### src/rtl/intc_pkg.sv
package intc_pkg;

  typedef enum logic {
    PRIO_NESTED = 1'b0,
    PRIO_ROTATE = 1'b1
  } prio_mode_e;

  typedef enum logic [1:0] {
    CFG_MASK = 2'd0,
    CFG_MODE = 2'd1,
    CFG_BASE = 2'd2
  } cfg_sel_e;

endpackage

### src/rtl/intc_edge_pend.sv
module intc_edge_pend #(
  parameter int N_LINES = 8
) (
  input  logic               clk,
  input  logic               rst_n,
  input  logic [N_LINES-1:0] irq_i,
  input  logic [N_LINES-1:0] clr_i,
  output logic [N_LINES-1:0] pend_o
);

  logic [N_LINES-1:0] irq_q;
  logic [N_LINES-1:0] pend_q;
  logic [N_LINES-1:0] pend_d;
  logic [N_LINES-1:0] rise;

  always_comb begin
    rise   = irq_i & ~irq_q;
    pend_d = (pend_q & ~clr_i) | rise;
  end

  always_ff @(posedge clk or negedge rst_n) begin
    if (!rst_n) begin
      irq_q  <= '0;
      pend_q <= '0;
    end else begin
      irq_q  <= irq_i;
      pend_q <= pend_d;
    end
  end

  assign pend_o = pend_q;

endmodule

### src/rtl/intc_rot_pick.sv
module intc_rot_pick #(
  parameter int N_LINES = 8,
  localparam int IW = $clog2(N_LINES)
) (
  input  logic [N_LINES-1:0] vec_i,
  input  logic [IW-1:0]      ptr_i,
  output logic               found_o,
  output logic [IW-1:0]      idx_o,
  output logic [IW-1:0]      rank_o
);

  always_comb begin
    found_o = 1'b0;
    idx_o   = '0;
    rank_o  = '0;
    for (int r = N_LINES - 1; r >= 0; r--) begin
      logic [IW-1:0] ln;
      ln = ptr_i + IW'(r);
      if (vec_i[ln]) begin
        found_o = 1'b1;
        idx_o   = ln;
        rank_o  = IW'(r);
      end
    end
  end

endmodule

### src/rtl/intc_service.sv
module intc_service #(
  parameter int N_LINES = 8,
  localparam int IW = $clog2(N_LINES)
) (
  input  logic               clk,
  input  logic               rst_n,
  input  logic               rotate_i,
  input  logic               mode_wr_i,
  input  logic [N_LINES-1:0] set_i,
  input  logic               eoi_i,
  output logic [N_LINES-1:0] isr_o,
  output logic [IW-1:0]      eff_ptr_o,
  output logic               top_found_o,
  output logic [IW-1:0]      top_rank_o
);

  logic [N_LINES-1:0] isr_q;
  logic [N_LINES-1:0] isr_d;
  logic [IW-1:0]      ptr_q;
  logic [IW-1:0]      ptr_d;
  logic               ptr_en;
  logic [IW-1:0]      eff_ptr;
  logic               top_found;
  logic [IW-1:0]      top_idx;
  logic [IW-1:0]      top_rank;
  logic [N_LINES-1:0] eoi_clr;

  assign eff_ptr = rotate_i ? ptr_q : '0;

  intc_rot_pick #(.N_LINES(N_LINES)) i_top_pick (
    .vec_i   (isr_q),
    .ptr_i   (eff_ptr),
    .found_o (top_found),
    .idx_o   (top_idx),
    .rank_o  (top_rank)
  );

  always_comb begin
    eoi_clr = '0;
    if (eoi_i && top_found) begin
      eoi_clr[top_idx] = 1'b1;
    end
    isr_d  = (isr_q & ~eoi_clr) | set_i;
    ptr_en = mode_wr_i || (eoi_i && top_found && rotate_i);
    if (mode_wr_i) begin
      ptr_d = '0;
    end else begin
      ptr_d = top_idx + IW'(1);
    end
  end

  always_ff @(posedge clk or negedge rst_n) begin
    if (!rst_n) begin
      isr_q <= '0;
    end else begin
      isr_q <= isr_d;
    end
  end

  always_ff @(posedge clk or negedge rst_n) begin
    if (!rst_n) begin
      ptr_q <= '0;
    end else if (ptr_en) begin
      ptr_q <= ptr_d;
    end
  end

  assign isr_o       = isr_q;
  assign eff_ptr_o   = eff_ptr;
  assign top_found_o = top_found;
  assign top_rank_o  = top_rank;

endmodule

### src/rtl/prio_intc.sv
module prio_intc
  import intc_pkg::*;
#(
  parameter int N_LINES = 8,
  parameter int VEC_W   = 8,
  localparam int IW     = $clog2(N_LINES),
  localparam int BASE_W = VEC_W - IW
) (
  input  logic               clk,
  input  logic               rst_n,
  input  logic [N_LINES-1:0] irq_i,
  output logic               int_req_o,
  input  logic               int_ack_i,
  input  logic               eoi_i,
  input  logic               cfg_we_i,
  input  logic [1:0]         cfg_sel_i,
  input  logic [VEC_W-1:0]   cfg_wdata_i,
  output logic [VEC_W-1:0]   vec_o,
  output logic               vec_valid_o
);

  logic [N_LINES-1:0] mask_q;
  prio_mode_e         mode_q;
  logic [BASE_W-1:0]  base_q;
  logic [VEC_W-1:0]   vec_q;
  logic               vld_q;

  logic               mask_we;
  logic               mode_we;
  logic               base_we;
  logic [N_LINES-1:0] pend;
  logic [N_LINES-1:0] cand;
  logic [N_LINES-1:0] ack_set;
  logic [N_LINES-1:0] isr;
  logic [IW-1:0]      eff_ptr;
  logic               top_found;
  logic [IW-1:0]      top_rank;
  logic               win_found;
  logic [IW-1:0]      win_idx;
  logic [IW-1:0]      win_rank;
  logic               forward;
  logic               ack_take;
  logic [VEC_W-1:0]   vec_d;

  always_comb begin
    mask_we = cfg_we_i && (cfg_sel_i == CFG_MASK);
    mode_we = cfg_we_i && (cfg_sel_i == CFG_MODE);
    base_we = cfg_we_i && (cfg_sel_i == CFG_BASE);
  end

  intc_edge_pend #(.N_LINES(N_LINES)) i_pend (
    .clk    (clk),
    .rst_n  (rst_n),
    .irq_i  (irq_i),
    .clr_i  (ack_set),
    .pend_o (pend)
  );

  intc_service #(.N_LINES(N_LINES)) i_service (
    .clk         (clk),
    .rst_n       (rst_n),
    .rotate_i    (mode_q == PRIO_ROTATE),
    .mode_wr_i   (mode_we),
    .set_i       (ack_set),
    .eoi_i       (eoi_i),
    .isr_o       (isr),
    .eff_ptr_o   (eff_ptr),
    .top_found_o (top_found),
    .top_rank_o  (top_rank)
  );

  assign cand = pend & ~mask_q;

  intc_rot_pick #(.N_LINES(N_LINES)) i_win_pick (
    .vec_i   (cand),
    .ptr_i   (eff_ptr),
    .found_o (win_found),
    .idx_o   (win_idx),
    .rank_o  (win_rank)
  );

  always_comb begin
    forward  = win_found && (!top_found || (win_rank < top_rank));
    ack_take = int_ack_i && forward;
    ack_set  = '0;
    if (ack_take) begin
      ack_set[win_idx] = 1'b1;
    end
    vec_d = {base_q, win_idx};
  end

  always_ff @(posedge clk or negedge rst_n) begin
    if (!rst_n) begin
      mask_q <= '0;
    end else if (mask_we) begin
      mask_q <= cfg_wdata_i[N_LINES-1:0];
    end
  end

  always_ff @(posedge clk or negedge rst_n) begin
    if (!rst_n) begin
      mode_q <= PRIO_NESTED;
    end else if (mode_we) begin
      mode_q <= prio_mode_e'(cfg_wdata_i[0]);
    end
  end

  always_ff @(posedge clk or negedge rst_n) begin
    if (!rst_n) begin
      base_q <= '0;
    end else if (base_we) begin
      base_q <= cfg_wdata_i[VEC_W-1:IW];
    end
  end

  always_ff @(posedge clk or negedge rst_n) begin
    if (!rst_n) begin
      vec_q <= '0;
    end else if (ack_take) begin
      vec_q <= vec_d;
    end
  end

  always_ff @(posedge clk or negedge rst_n) begin
    if (!rst_n) begin
      vld_q <= 1'b0;
    end else begin
      vld_q <= ack_take;
    end
  end

  assign int_req_o   = forward;
  assign vec_o       = vec_q;
  assign vec_valid_o = vld_q;

endmodule

### config.mk
export PLATFORM = sky130hd
export DESIGN_NAME = prio_intc
export DESIGN_NICKNAME = d
export VERILOG_FILES = /design/src/rtl/intc_pkg.sv /design/src/rtl/intc_edge_pend.sv /design/src/rtl/intc_rot_pick.sv /design/src/rtl/intc_service.sv /design/src/rtl/prio_intc.sv
export SDC_FILE = /design/constraint.sdc
export NUM_CORES = 1
export LEC_CHECK = 0
export BUFFER_PORTS_ARGS = -buffer_cell sky130_fd_sc_hd__buf_2
export CELL_PAD_IN_SITES_DETAIL_PLACEMENT = 1
export CELL_PAD_IN_SITES_GLOBAL_PLACEMENT = 2
export CORE_MARGIN = 3
export CORE_UTILIZATION = 30
export CTS_CLUSTER_DIAMETER = 200
export DETAILED_ROUTE_END_ITERATION = 10
export PLACE_DENSITY_LB_ADDON = 0.2
export SYNTH_ARGS = -nofsm -noshare
export SYNTH_HDL_FRONTEND = slang
export SYNTH_SLANG_ARGS = --single-unit
### constraint.sdc
create_clock -name clk -period 13.48 [get_ports clk]
set_input_delay 0 -clock clk [delete_from_list [all_inputs] [get_ports clk]]
set_output_delay 0 -clock clk [all_outputs]
set_load 0.005 [all_outputs]
==> results.md <==
* WS Path Type: register to register
* Vias in the first global route at 3866
* Sink Count at 50
* Iter 0 DRT Violations at 238
* Synth unique cells at 79
* Routed len/inst at 22.4 microns
* Post-Syn Nets at 437
* Non-filler instance count after layout at 630
* Most frequent cells in the layout: dfrtp_1 (50), buf_2 (32), mux2i_1 (31)
* Fin. max-slew vios at 0
* Tightest Pin Transition at 1.07 ns
* Slew Limit Headroom at 28.2%
* Synth Area in XOR/XNOR at 0.812%
* Clock Pin Slew Worst Setup and Hold Paths at 0.07 ns
* Max-Cap Viols at 0
* GRT Overall Usage at 17.8%
* Clock Skews at 0.00710 ns
* Initial antenna violation count at 0
* GRT overflow at 0
* Synth top area cells: dfrtp_1 (29%), mux4_2 (12%), mux2i_1 (7.2%)
* HPWL after DPL at 10800 microns
* WHS at 0.195 ns
* Clock Path Buffers at 2
* Synth area leader: dfrtp_1
* # resized after CTS at 0
* Most common cell after layout, fill and taps aside: dfrtp_1
* Cell count after placement at 605
* Mux contribution to synthesized area at 27.4%
* Worst path required time at 13.66 ns
* Final ANT Viol Nets at 0
* CP endpoint: vec_o[5]
* Crit path max fanout at 22
* Routed vias at 3708
* Max H-tree Level at 2
* Clock latency on the worst-skew pair at 0.30 ns
* DIE AREA at 15900 sq um
* TritonCTS Buffers at 5
* Port Buffer Count at 32
* Rows at 43
* Total core area at 14000 sq um
* Post-synthesis sequential area ratio at 29.0%
* Layout cell share with drive strength beyond 1 at 25.6%
* Outcome: finished clean
* Critical Path End Type: register
* Setup TNS at 0 ns
* Post-synthesis compound-gate area fraction at 22.5%
* Largest family of logic cells by synthesized area: multiplexers
* Placer congestion estimate at 0.876
* Die W at 126 microns
* Max Clk Rate at 0.165 GHz
* First drt pass iteration count at 4
* RSZ-0062 raised after global routing: no
* Adder-Cell Fraction of Synth Area at 1.16%
* Yosys reg bits at 50
* # hold bufs at CTS at 17
* DRC viols at 0
* Syn avg cell area at 10.5 sq um
* YS warnings at 0
* Synth Cell Area at 4320 sq um
* Start point of the critical path: mode_q
* Post-Synth Simple-Gate Area at 13.5%
* Min-Delay Path Class: input pin to register
* Reg2reg start: mode_q
* Synth async-reset ratio at 100%
* Post-CTS Repair Setup Buffers at 0
* RR Endpoint: vec_o[5]
* Pin count of the biggest net entering global routing at 51
* Final Cycle Share at 45.0%
* Post-synth top area share at 29.0%
* Antenna diode count at 0
* TritonCTS clock tree: yes
* Vias per cell at 5.89
* Post-Route WL at 14100 microns
* Ports at 33
* Area Growth Syn to Fin at 13.5%
* Final #Nets at 476
* Top FF cell, synth: dfrtp_1
* Cell count after synthesis at 410
* Die height at 126 microns
* CTS root buffer: clkbuf_16
* Min cycle time layout at 6.06 ns
* Initial core utilization at 30.8%
* Flop-to-flop setup slack at 7.42 ns
* Final setup violation count at 0
* Final Hold Vio Count at 0
* WP data arrival at 6.25 ns
* Number of flops mapped to enable cells by yosys at 0
* First-pass GRT wire length at 22600 microns
* R2R cell count at 14
* Worst setup SP type: register
final cells by class:
class / count / area (sq um)
fill: 1604 / 9090
multi-input combinational: 317 / 2820
sequential: 50 / 1250
timing repair buffer: 54 / 368
tap: 180 / 225
clock buffer: 5 / 125
inverter: 21 / 83.8
clock inverter: 3 / 28.8
per-stage QoR:
| step | cell area, sq um | utilization (%) | setup WS, ns |
|---|---|---|---|
| 6_report | 4900 | 35.0 | 7.42 |
| 5_1_grt | 4900 | 35.0 | 6.88 |
| 4_1_cts | 4900 | 35.0 | 7.38 |
| 3_5_place_dp | 4580 | 32.7 | 7.42 |
| 3_3_place_gp | 4580 | 32.7 | 7.65 |
| 2_1_floorplan | 4320 | - | 9.22 |
worst min path at each step:
stage                          to  depth (start not counted)          from  slack, ns
3_5_place_dp      i_pend.irq_q[6]                          1      irq_i[6]       0.13
6_report       i_service.ptr_q[0]                          3  cfg_sel_i[0]       0.19
5_1_grt        i_service.ptr_q[0]                          3  cfg_sel_i[0]       0.20
2_1_floorplan           base_q[0]                          0         rst_n      -0.30
3_3_place_gp      i_pend.irq_q[7]                          1      irq_i[7]       0.12
4_1_cts        i_service.ptr_q[0]                          3  cfg_sel_i[0]       0.18
cell families after synthesis:
logic type                 count (synthesis)
AOI/OAI and AO/OA                        127
and+or+nand+nor                           99
muxes                                     83
DFF                                       50
buffers and inverters                     43
xor gates and xnor gates                   4
adders and majority gates                  4
cells in the mapped netlist, drive strengths merged, types with 5 or more instances:
cell and n:
a221o 6, nand2 24, nor2b 11, a221oi 5, a21oi 17, o221ai 6, inv 21, o21ai 26
a211oi 5, nor2 15, mux4 23, buf 14, and2 8, clkbuf 8, o31ai 8, dfrtp 50
mux2i 31, mux2 29, a21boi 5, a21o 5, o21a 5, nand2b 8, nand3 7
critical path, cell delays in order (launching register included):
cell	delay [ns]
dfrtp_1	0.74
and2_1	0.56
inv_1	0.43
ha_1	0.37
a21boi_0	0.17
nor2_1	0.75
mux4_2	0.50
o311a_1	0.37
ha_1	0.30
o21a_1	0.16
nor2_1	0.10
a41o_1	0.16
a41oi_4	0.09
nor2b_1	0.89
mux2_4	0.35
sequential cells by signal, indices dropped and copies added, names as in the netlist:
| name | count |
|---|---|
| i_pend.irq_q | 8 |
| vec_o | 8 |
| vec_valid_o | 1 |
| mask_q | 8 |
| base_q | 5 |
| i_pend.pend_o | 8 |
| mode_q | 1 |
| i_service.isr_o | 8 |
| i_service.ptr_q | 3 |
layer usage:
layer / vias to the layer above / wire (microns) / share of wire [%] / GRT usage, %
met2: 87 / 6480 / 46 / 27.9
met1: 1914 / 6900 / 49 / 26.3
met5: - / 0 / 0 / 0
li1: 1692 / - / - / -
met3: 15 / 570 / 4.0 / 2.37
met4: 0 / 180 / 1.3 / 3.91
Power is left out: the tool's default activity adds up to more than one toggle a clock period on the data nets, which glitch-free logic cannot reach.
